<file path="src/rtl/lmem_pkg.sv">
package lmem_pkg;

    localparam int unsigned LM_DATA_W  = 32;
    localparam int unsigned LM_BE_W    = LM_DATA_W / 8;
    localparam int unsigned LM_MAX_SLV = 16;
    localparam int unsigned LM_MIN_AW  = 32;
    localparam int unsigned LM_MAX_AW  = 64;

    typedef logic [LM_DATA_W-1:0] word_t;
    typedef logic [LM_BE_W-1:0]   lane_t;

    // request fields that do not depend on the address width
    typedef struct packed {
        logic  rd;
        logic  wr;
        logic  as;
        lane_t be;
        word_t wdata;
    } req_ctl_t;

    // one slave's response, also the merged response
    typedef struct packed {
        word_t rdata;
        logic  ready;
        logic  stall;
        logic  ue;
        logic  ce;
    } rsp_t;

    localparam rsp_t RSP_IDLE = '{rdata: '0, ready: 1'b0, stall: 1'b0, ue: 1'b0, ce: 1'b0};

    function automatic rsp_t rsp_or(rsp_t a, rsp_t b);
        rsp_t r;
        r.rdata = a.rdata | b.rdata;
        r.ready = a.ready | b.ready;
        r.stall = a.stall | b.stall;
        r.ue    = a.ue    | b.ue;
        r.ce    = a.ce    | b.ce;
        return r;
    endfunction

endpackage

</file>
<file path="src/rtl/lmem_req_fanout.sv">
module lmem_req_fanout
    import lmem_pkg::*;
#(
    parameter int unsigned ADDR_W = 32
) (
    input  logic [ADDR_W-1:0] addr_i,
    input  req_ctl_t          ctl_i,
    output logic [ADDR_W-1:0] addr_o,
    output req_ctl_t          ctl_o
);
    // Single master: no arbitration, the request is broadcast unregistered.
    assign addr_o = addr_i;
    assign ctl_o  = ctl_i;
endmodule

</file>
<file path="src/rtl/lmem_rsp_merge.sv">
module lmem_rsp_merge
    import lmem_pkg::*;
#(
    parameter int unsigned NUM_SLV = 4
) (
    input  rsp_t [NUM_SLV-1:0] slv_rsp_i,
    output rsp_t               merged_o
);
    // Idle slaves drive zero, so an OR reduction is the whole merge.
    always_comb begin
        merged_o = RSP_IDLE;
        for (int k = 0; k < NUM_SLV; k++) begin
            merged_o = rsp_or(merged_o, slv_rsp_i[k]);
        end
    end
endmodule

</file>
<file path="src/rtl/lmem_rst_cond.sv">
module lmem_rst_cond #(
    parameter bit ACTIVE_HIGH = 1'b1
) (
    input  logic clk,
    input  logic ext_rst_i,
    output logic rst_level_o,
    output logic bus_rst_o
);
    localparam logic ASSERT_LVL = ACTIVE_HIGH;

    logic bus_rst_q;

    assign rst_level_o = (ext_rst_i == ASSERT_LVL);

    always_ff @(posedge clk) begin
        bus_rst_q <= rst_level_o;
    end

    assign bus_rst_o = bus_rst_q;

    assert_rst_rise_R6: assert property (@(posedge clk)
        (ext_rst_i == ASSERT_LVL) |=> bus_rst_o)
        else $error("bus reset not raised after external reset at its active level");

    assert_rst_fall_R7: assert property (@(posedge clk)
        (ext_rst_i != ASSERT_LVL) |=> !bus_rst_o)
        else $error("bus reset still high one edge after release");
endmodule

</file>
<file path="src/rtl/lmem_fabric.sv">
module lmem_fabric
    import lmem_pkg::*;
#(
    parameter int unsigned NUM_SLV         = 4,
    parameter int unsigned ADDR_W          = 32,
    parameter int unsigned DATA_W          = LM_DATA_W,
    parameter bit          RST_ACTIVE_HIGH = 1'b1,
    localparam int unsigned BE_W           = DATA_W / 8
) (
    input  logic                      clk,
    input  logic                      sys_rst_i,
    output logic                      bus_rst_o,
    input  logic [ADDR_W-1:0]         mst_addr_i,
    input  logic                      mst_rd_stb_i,
    input  logic                      mst_wr_stb_i,
    input  logic                      mst_as_i,
    input  logic [DATA_W-1:0]         mst_wdata_i,
    input  logic [BE_W-1:0]           mst_be_i,
    input  logic [NUM_SLV*DATA_W-1:0] slv_rdata_i,
    input  logic [NUM_SLV-1:0]        slv_ready_i,
    input  logic [NUM_SLV-1:0]        slv_wait_i,
    input  logic [NUM_SLV-1:0]        slv_ue_i,
    input  logic [NUM_SLV-1:0]        slv_ce_i,
    output logic [ADDR_W-1:0]         bus_addr_o,
    output logic                      bus_rd_stb_o,
    output logic                      bus_wr_stb_o,
    output logic                      bus_as_o,
    output logic [DATA_W-1:0]         bus_rdata_o,
    output logic [DATA_W-1:0]         bus_wdata_o,
    output logic                      bus_ready_o,
    output logic                      bus_wait_o,
    output logic                      bus_ue_o,
    output logic                      bus_ce_o,
    output logic [BE_W-1:0]           bus_be_o
);
    // ---------------- parameter checks ----------------
    if (NUM_SLV < 1 || NUM_SLV > LM_MAX_SLV) begin : g_bad_slv
        $error("NUM_SLV must lie in 1..16");
    end
    if (ADDR_W < LM_MIN_AW || ADDR_W > LM_MAX_AW) begin : g_bad_aw
        $error("ADDR_W must lie in 32..64");
    end
    if (DATA_W != LM_DATA_W) begin : g_bad_dw
        $error("DATA_W is fixed at 32");
    end

    // ---------------- reset conditioning ----------------
    logic rst_level;

    lmem_rst_cond #(
        .ACTIVE_HIGH (RST_ACTIVE_HIGH)
    ) u_rst (
        .clk         (clk),
        .ext_rst_i   (sys_rst_i),
        .rst_level_o (rst_level),
        .bus_rst_o   (bus_rst_o)
    );

    // ---------------- request broadcast ----------------
    req_ctl_t ctl_in, ctl_out;

    assign ctl_in = '{rd: mst_rd_stb_i, wr: mst_wr_stb_i, as: mst_as_i,
                      be: mst_be_i, wdata: mst_wdata_i};

    lmem_req_fanout #(
        .ADDR_W (ADDR_W)
    ) u_fanout (
        .addr_i (mst_addr_i),
        .ctl_i  (ctl_in),
        .addr_o (bus_addr_o),
        .ctl_o  (ctl_out)
    );

    assign bus_rd_stb_o = ctl_out.rd;
    assign bus_wr_stb_o = ctl_out.wr;
    assign bus_as_o     = ctl_out.as;
    assign bus_be_o     = ctl_out.be;
    assign bus_wdata_o  = ctl_out.wdata;

    // ---------------- response merge ----------------
    rsp_t [NUM_SLV-1:0] slv_rsp;
    rsp_t               merged;

    always_comb begin
        for (int k = 0; k < NUM_SLV; k++) begin
            slv_rsp[k].rdata = slv_rdata_i[k*DATA_W +: DATA_W];
            slv_rsp[k].ready = slv_ready_i[k];
            slv_rsp[k].stall = slv_wait_i[k];
            slv_rsp[k].ue    = slv_ue_i[k];
            slv_rsp[k].ce    = slv_ce_i[k];
        end
    end

    lmem_rsp_merge #(
        .NUM_SLV (NUM_SLV)
    ) u_merge (
        .slv_rsp_i (slv_rsp),
        .merged_o  (merged)
    );

    assign bus_rdata_o = merged.rdata;
    assign bus_ready_o = merged.ready;
    assign bus_wait_o  = merged.stall;
    assign bus_ue_o    = merged.ue;
    assign bus_ce_o    = merged.ce;

    // ---------------- assertions ----------------
    assert_strobe_pass_R1: assert property (@(posedge clk) disable iff (rst_level)
        (mst_as_i && mst_wr_stb_i) |-> (bus_as_o && bus_wr_stb_o))
        else $error("write access not broadcast in the same cycle");

    assert_rdata_idle_R2: assert property (@(posedge clk) disable iff (rst_level)
        (slv_rdata_i == '0) |-> (bus_rdata_o == '0))
        else $error("read data nonzero while every slave drives zero");

    assert_ready_any_R3: assert property (@(posedge clk) disable iff (rst_level)
        $onehot(slv_ready_i) |-> bus_ready_o)
        else $error("single slave ready lost in merge");

    assert_wait_idle_R4: assert property (@(posedge clk) disable iff (rst_level)
        (slv_wait_i == '0) |-> !bus_wait_o)
        else $error("wait raised with no slave waiting");

    assert_ready_err_R5: assert property (@(posedge clk) disable iff (rst_level)
        ((slv_ready_i & slv_ue_i) != '0) |-> (bus_ready_o && bus_ue_o))
        else $error("ready and uncorrectable error not passed together");
endmodule

</file>
<file path="config.mk">
export PLATFORM = sky130hd
export DESIGN_NAME = lmem_fabric
export DESIGN_NICKNAME = d
export VERILOG_FILES = /design/src/rtl/lmem_pkg.sv /design/src/rtl/lmem_req_fanout.sv /design/src/rtl/lmem_rsp_merge.sv /design/src/rtl/lmem_rst_cond.sv /design/src/rtl/lmem_fabric.sv
export SDC_FILE = /design/constraint.sdc
export NUM_CORES = 1
export LEC_CHECK = 0
export BUFFER_PORTS_ARGS = -buffer_cell sky130_fd_sc_hd__clkbuf_2
export CORE_AREA = 2 2 126 128
export CTS_CLUSTER_DIAMETER = 40
export DETAILED_ROUTE_END_ITERATION = 8
export DIE_AREA = 0 0 128 130
export HOLD_SLACK_MARGIN = 0.12
export PLACE_DENSITY = 0.41
export SKIP_CTS_REPAIR_TIMING = 1
export SYNTH_ARGS = -nofsm -noshare
export SYNTH_HDL_FRONTEND = slang
export SYNTH_SLANG_ARGS = --single-unit
</file>
<file path="constraint.sdc">
create_clock -name clk -period 1.1 [get_ports clk]
set_input_delay 0.11 -clock clk [delete_from_list [all_inputs] [get_ports clk]]
set_output_delay 0.11 -clock clk [all_outputs]
set_load 0.005 [all_outputs]
</file>
Word level (Yosys, flattened, before mapping)
Index checks and enable logic that the tools add are counted. Widths: inputs -> output; s select.

Register bits: 1. Output and inout port bits: 108. Word-level logic and storage cells: 16.

Bitwise logic cells: 15.

Operators with widths (count): $or 32x32->32 (3); $or 1x1->1 (12).

Longest topological paths before layout
Depth after elaboration: 3. Gate-level depth with buffers: 1. Depth with buffers taken out: 1.

By module
From an unflattened synthesis, not the netlist that was laid out.

Cells, all modules: 109. Area total of the unflattened synthesis: 830.8 µm².

By module, submodules not included: lmem_req_fanout (times used 1, cells an instance 71, area each 533.0 µm²); lmem_rsp_merge (times used 1, cells an instance 36, area each 270.3 µm²); lmem_rst_cond (times used 1, cells an instance 2, area each 27.5 µm²).

Worst setup path after synthesis
Ideal clock, no wire load.

Path type: input to output. Start point: input port slv_ce_i[1]. End point: output port bus_ce_o. Arrival: 0.638 ns. Path slack: 0.352 ns. Cell stages on the path: 1. Path buffers: 0. Path through: or4_1.

Cells in the longest elaborated chain, start to end: 3.

RTL lines: start: declaration (RTL line lmem_fabric.sv:23) `input logic [NUM_SLV-1:0] slv_ce_i,`; $or 1x1->1 (3 in a row) (RTL line lmem_pkg.sv:38) `r.ce = a.ce | b.ce;`; end: declaration (RTL line lmem_fabric.sv:33) `output logic bus_ce_o,`.

Every way passes these cells.

Worst setup path in the final report
Start point: input port slv_rdata_i[44]. End point: output port bus_rdata_o[12].

Cells in the longest elaborated chain, start to end: 3.

RTL lines: start: declaration (RTL line lmem_fabric.sv:19) `input logic [NUM_SLV*DATA_W-1:0] slv_rdata_i,`; $or 32x32->32 (3 in a row) (RTL line lmem_pkg.sv:34) `r.rdata = a.rdata | b.rdata;`; end: declaration (RTL line lmem_fabric.sv:28) `output logic [DATA_W-1:0] bus_rdata_o,`.

Every way passes these cells.

==> results by stage <==
Status:
- The run finished with clean final reports.

STA:
- The worst path uses between 80 and 90% of the clock period.
- The achievable clock frequency is between 1000 and 1500 MHz.
- The slew of the pin with the lowest slew margin is between 90 and 100 ps.
- Setup violations remaining at the end of the flow were counted as 0.
- The normalized max-slew margin is roughly 93%.
- The number of pins exceeding their max-slew limit in the final report is 0.
- The final worst slack is 134.4 ps.
- The total count of hold-check failures in the final report is 0.
- The worst path needs approximately 970 ps of the cycle, external delays included.
- Adding up every negative setup slack in the final design gives 0 ps.
- Setup repair after global routing left no endpoint under its margin.

Cells and area:
- The final-stage net count is about 440.
- The total of fill cells in the finished design is about 1800.
- The register cell area after layout is 20.02 um2.
- Of the cells placed in the final design, the portion with a size suffix greater than 1 is 83.11%.
- The area growth from synthesis to layout is 75.08%.
- Summing all multi-input logic gate instances after layout gives between 200 and 300 um2.
- The repair_antennas step left the layout with diodes totalling 0.
- The flip-flop count of the largest register, all copies and words added came to 1.

GRT:
- The initial antenna violation count came to 0.
- The number of global-route vias before repair is about 990.
- The maximum number of pins on one net before global-route repair is 2.
- The wire length of the first global-routing pass is around 5.5 mm.
- The combined global-route utilization of all metal layers is approximately 4.3%.
- The total overflow left after global routing is 0.

Pwr:
- The worst-case IR drop observed on VDD is 0.06306 mV.
- The switching power is just over 80 uW.
- The switching power share of the total is ~24%.
- Of the total power, the clock network draws 0%.
- Combinational logic burns approximately 90% of the power.
- The power per cell area is between 200 and 250 nW/um2.
- The internal power of the cells totals about 260 uW.
- Summed over all cells, the static leakage comes to between 0.7 and 0.8 nW.
- Sequential cells burn 11.6% of the power.

Placed design:
- The worst setup slack before clock tree synthesis is 100.6 ps.
- In this run the tool buffered the top-level ports with between 150 and 200 buffer cells.
- Detailed placement ended at an HPWL of ~4.4 mm.
- The congestion estimate from routability-driven global placement came to ~0.7.

Floorplan:
- The core region is between 15000 and 20000 um2.
- From bottom edge to top edge, the die measures ~130 um.
- The initialized floorplan defines 46 standard-cell rows.
- The die covers about 17000 um2.
- The initial standard-cell utilization of the core is 5.337%.
- The x dimension of the die is about 130 um.
- The total I/O pin count is 325.

Routing:
- Using the TritonRoute via totals, the vias-per-cell ratio works out to around 2.8.
- The count of unresolved DRC violations after routing is 0.
- The detailed-router iteration count before antenna repair is 3.
- Wires add up to around 4.6 mm.
- The antenna violation net count after detailed routing is 0.
- The starting DRC count in detailed routing is 15.
- The via count of the routed design is around 1200.
- After detailed routing, the average wire length per cell comes to roughly 11 um.

Critical path:
- STA classifies the critical path endpoint as a primary output.
- In this design, the stage delay of the slowest critical-path cell is between 500 and 600 ps.
- The most frequent cell on the critical path is sky130_fd_sc_hd__clkbuf_2.
- The worst setup path is launched from an input port.
- For the worst setup path, the data required time is a little under 1000 ps.
- The critical path is of the in -> out type.
- The slowest library cell on the worst path is sky130_fd_sc_hd__or4_1.
- The critical path goes through clkbuf_2 > or4_1 > clkbuf_2.
- Together, buffers and inverters on the worst path number 2.
- At the worst endpoint, the arrival time is around 860 ps.
- The maximum fanout count along the critical path is 1.
- The kind of cell with the highest combined delay along the critical path is simple AND/OR/NAND/NOR gates.

Synth:
- The number of nets in the synthesized netlist is between 300 and 400.
- Synthesis produced a netlist whose cell count is 108.
- Yosys printed 0 warnings.
- The post-synthesis sequential area ratio is 2.432%.
- Synthesis instantiated 3 different standard cells from the library.
- After synthesis the netlist holds a flip-flop and latch count of 1.
- The mapped netlist covers between 800 and 900 um2.
- The average footprint of a synthesized cell is ~7.6 um2.

Run:
- The number of max-cap violations is 0.

Worst hold path:
- The worst hold path belongs to the class in -> reg.

Clock tree:
- The clock edge transition at the registers on the reported setup and hold paths is 0 ps.
## cell type report
type                    count  area share (%)
multi-input cells          36           18.75
flip-flops and latches      1           1.389
well taps                 192           16.67
repair buffers            182           63.19
## kinds of logic after synthesis
family | synth area share (%)
buffers and inverters | 64.74
AND/OR/NAND/NOR | 32.83
flip-flops | 2.432
## routing by layer
metal / global-route usage (%) / vias up / share of wire (%)
met5: 0 / - / 0
met4: 5.495 / 0 / 12
met3: 2.829 / 58 / 19
met2: 5.757 / 139 / 40
met1: 4.012 / 417 / 29
li1: - / 547 / -
## cell usage in the layout (no fill, tap or decap), drive strengths merged
master / instances
dfxtp: 1
clkbuf: 182
or4: 36
## power by group through the flow
stage	clock, mW	combinational (mW)	sequential, mW
2_1_floorplan	0	0.241	0.0398
3_3_place_gp	0	0.304	0.0393
3_5_place_dp	0	0.305	0.0393
4_1_cts	0	0.307	0.0393
5_1_grt	0	0.337	0.0396
6_report	0	0.300	0.0393
## worst paths after layout
check | cells after the start | from | to | slack, ps
max | 3 | slv_rdata_i[44] | bus_rdata_o[12] | 130
min | 1 | sys_rst_i | u_rst.bus_rst_o | 210
## stage by stage
step           cell area, um2  cells  hold slack [ps]  power [mW]  utilization (%)
2_1_floorplan           823.3    108            137.7      0.2812                -
6_report                 1441    411            214.1      0.3390            9.345
5_1_grt                  1441    411            216.7      0.3768            9.345
3_3_place_gp             1441    411            215.2      0.3434            9.345
4_1_cts                  1441    411            216.7      0.3462            9.345
3_5_place_dp             1441    411            215.9      0.3447            9.345
## cell usage after synthesis
cell type | n | share of area (%)
sky130_fd_sc_hd__buf_4 | 71 | 65
sky130_fd_sc_hd__or4_1 | 36 | 33
sky130_fd_sc_hd__dfxtp_1 | 1 | 2.4
Power figures use the tool's default switching activity.
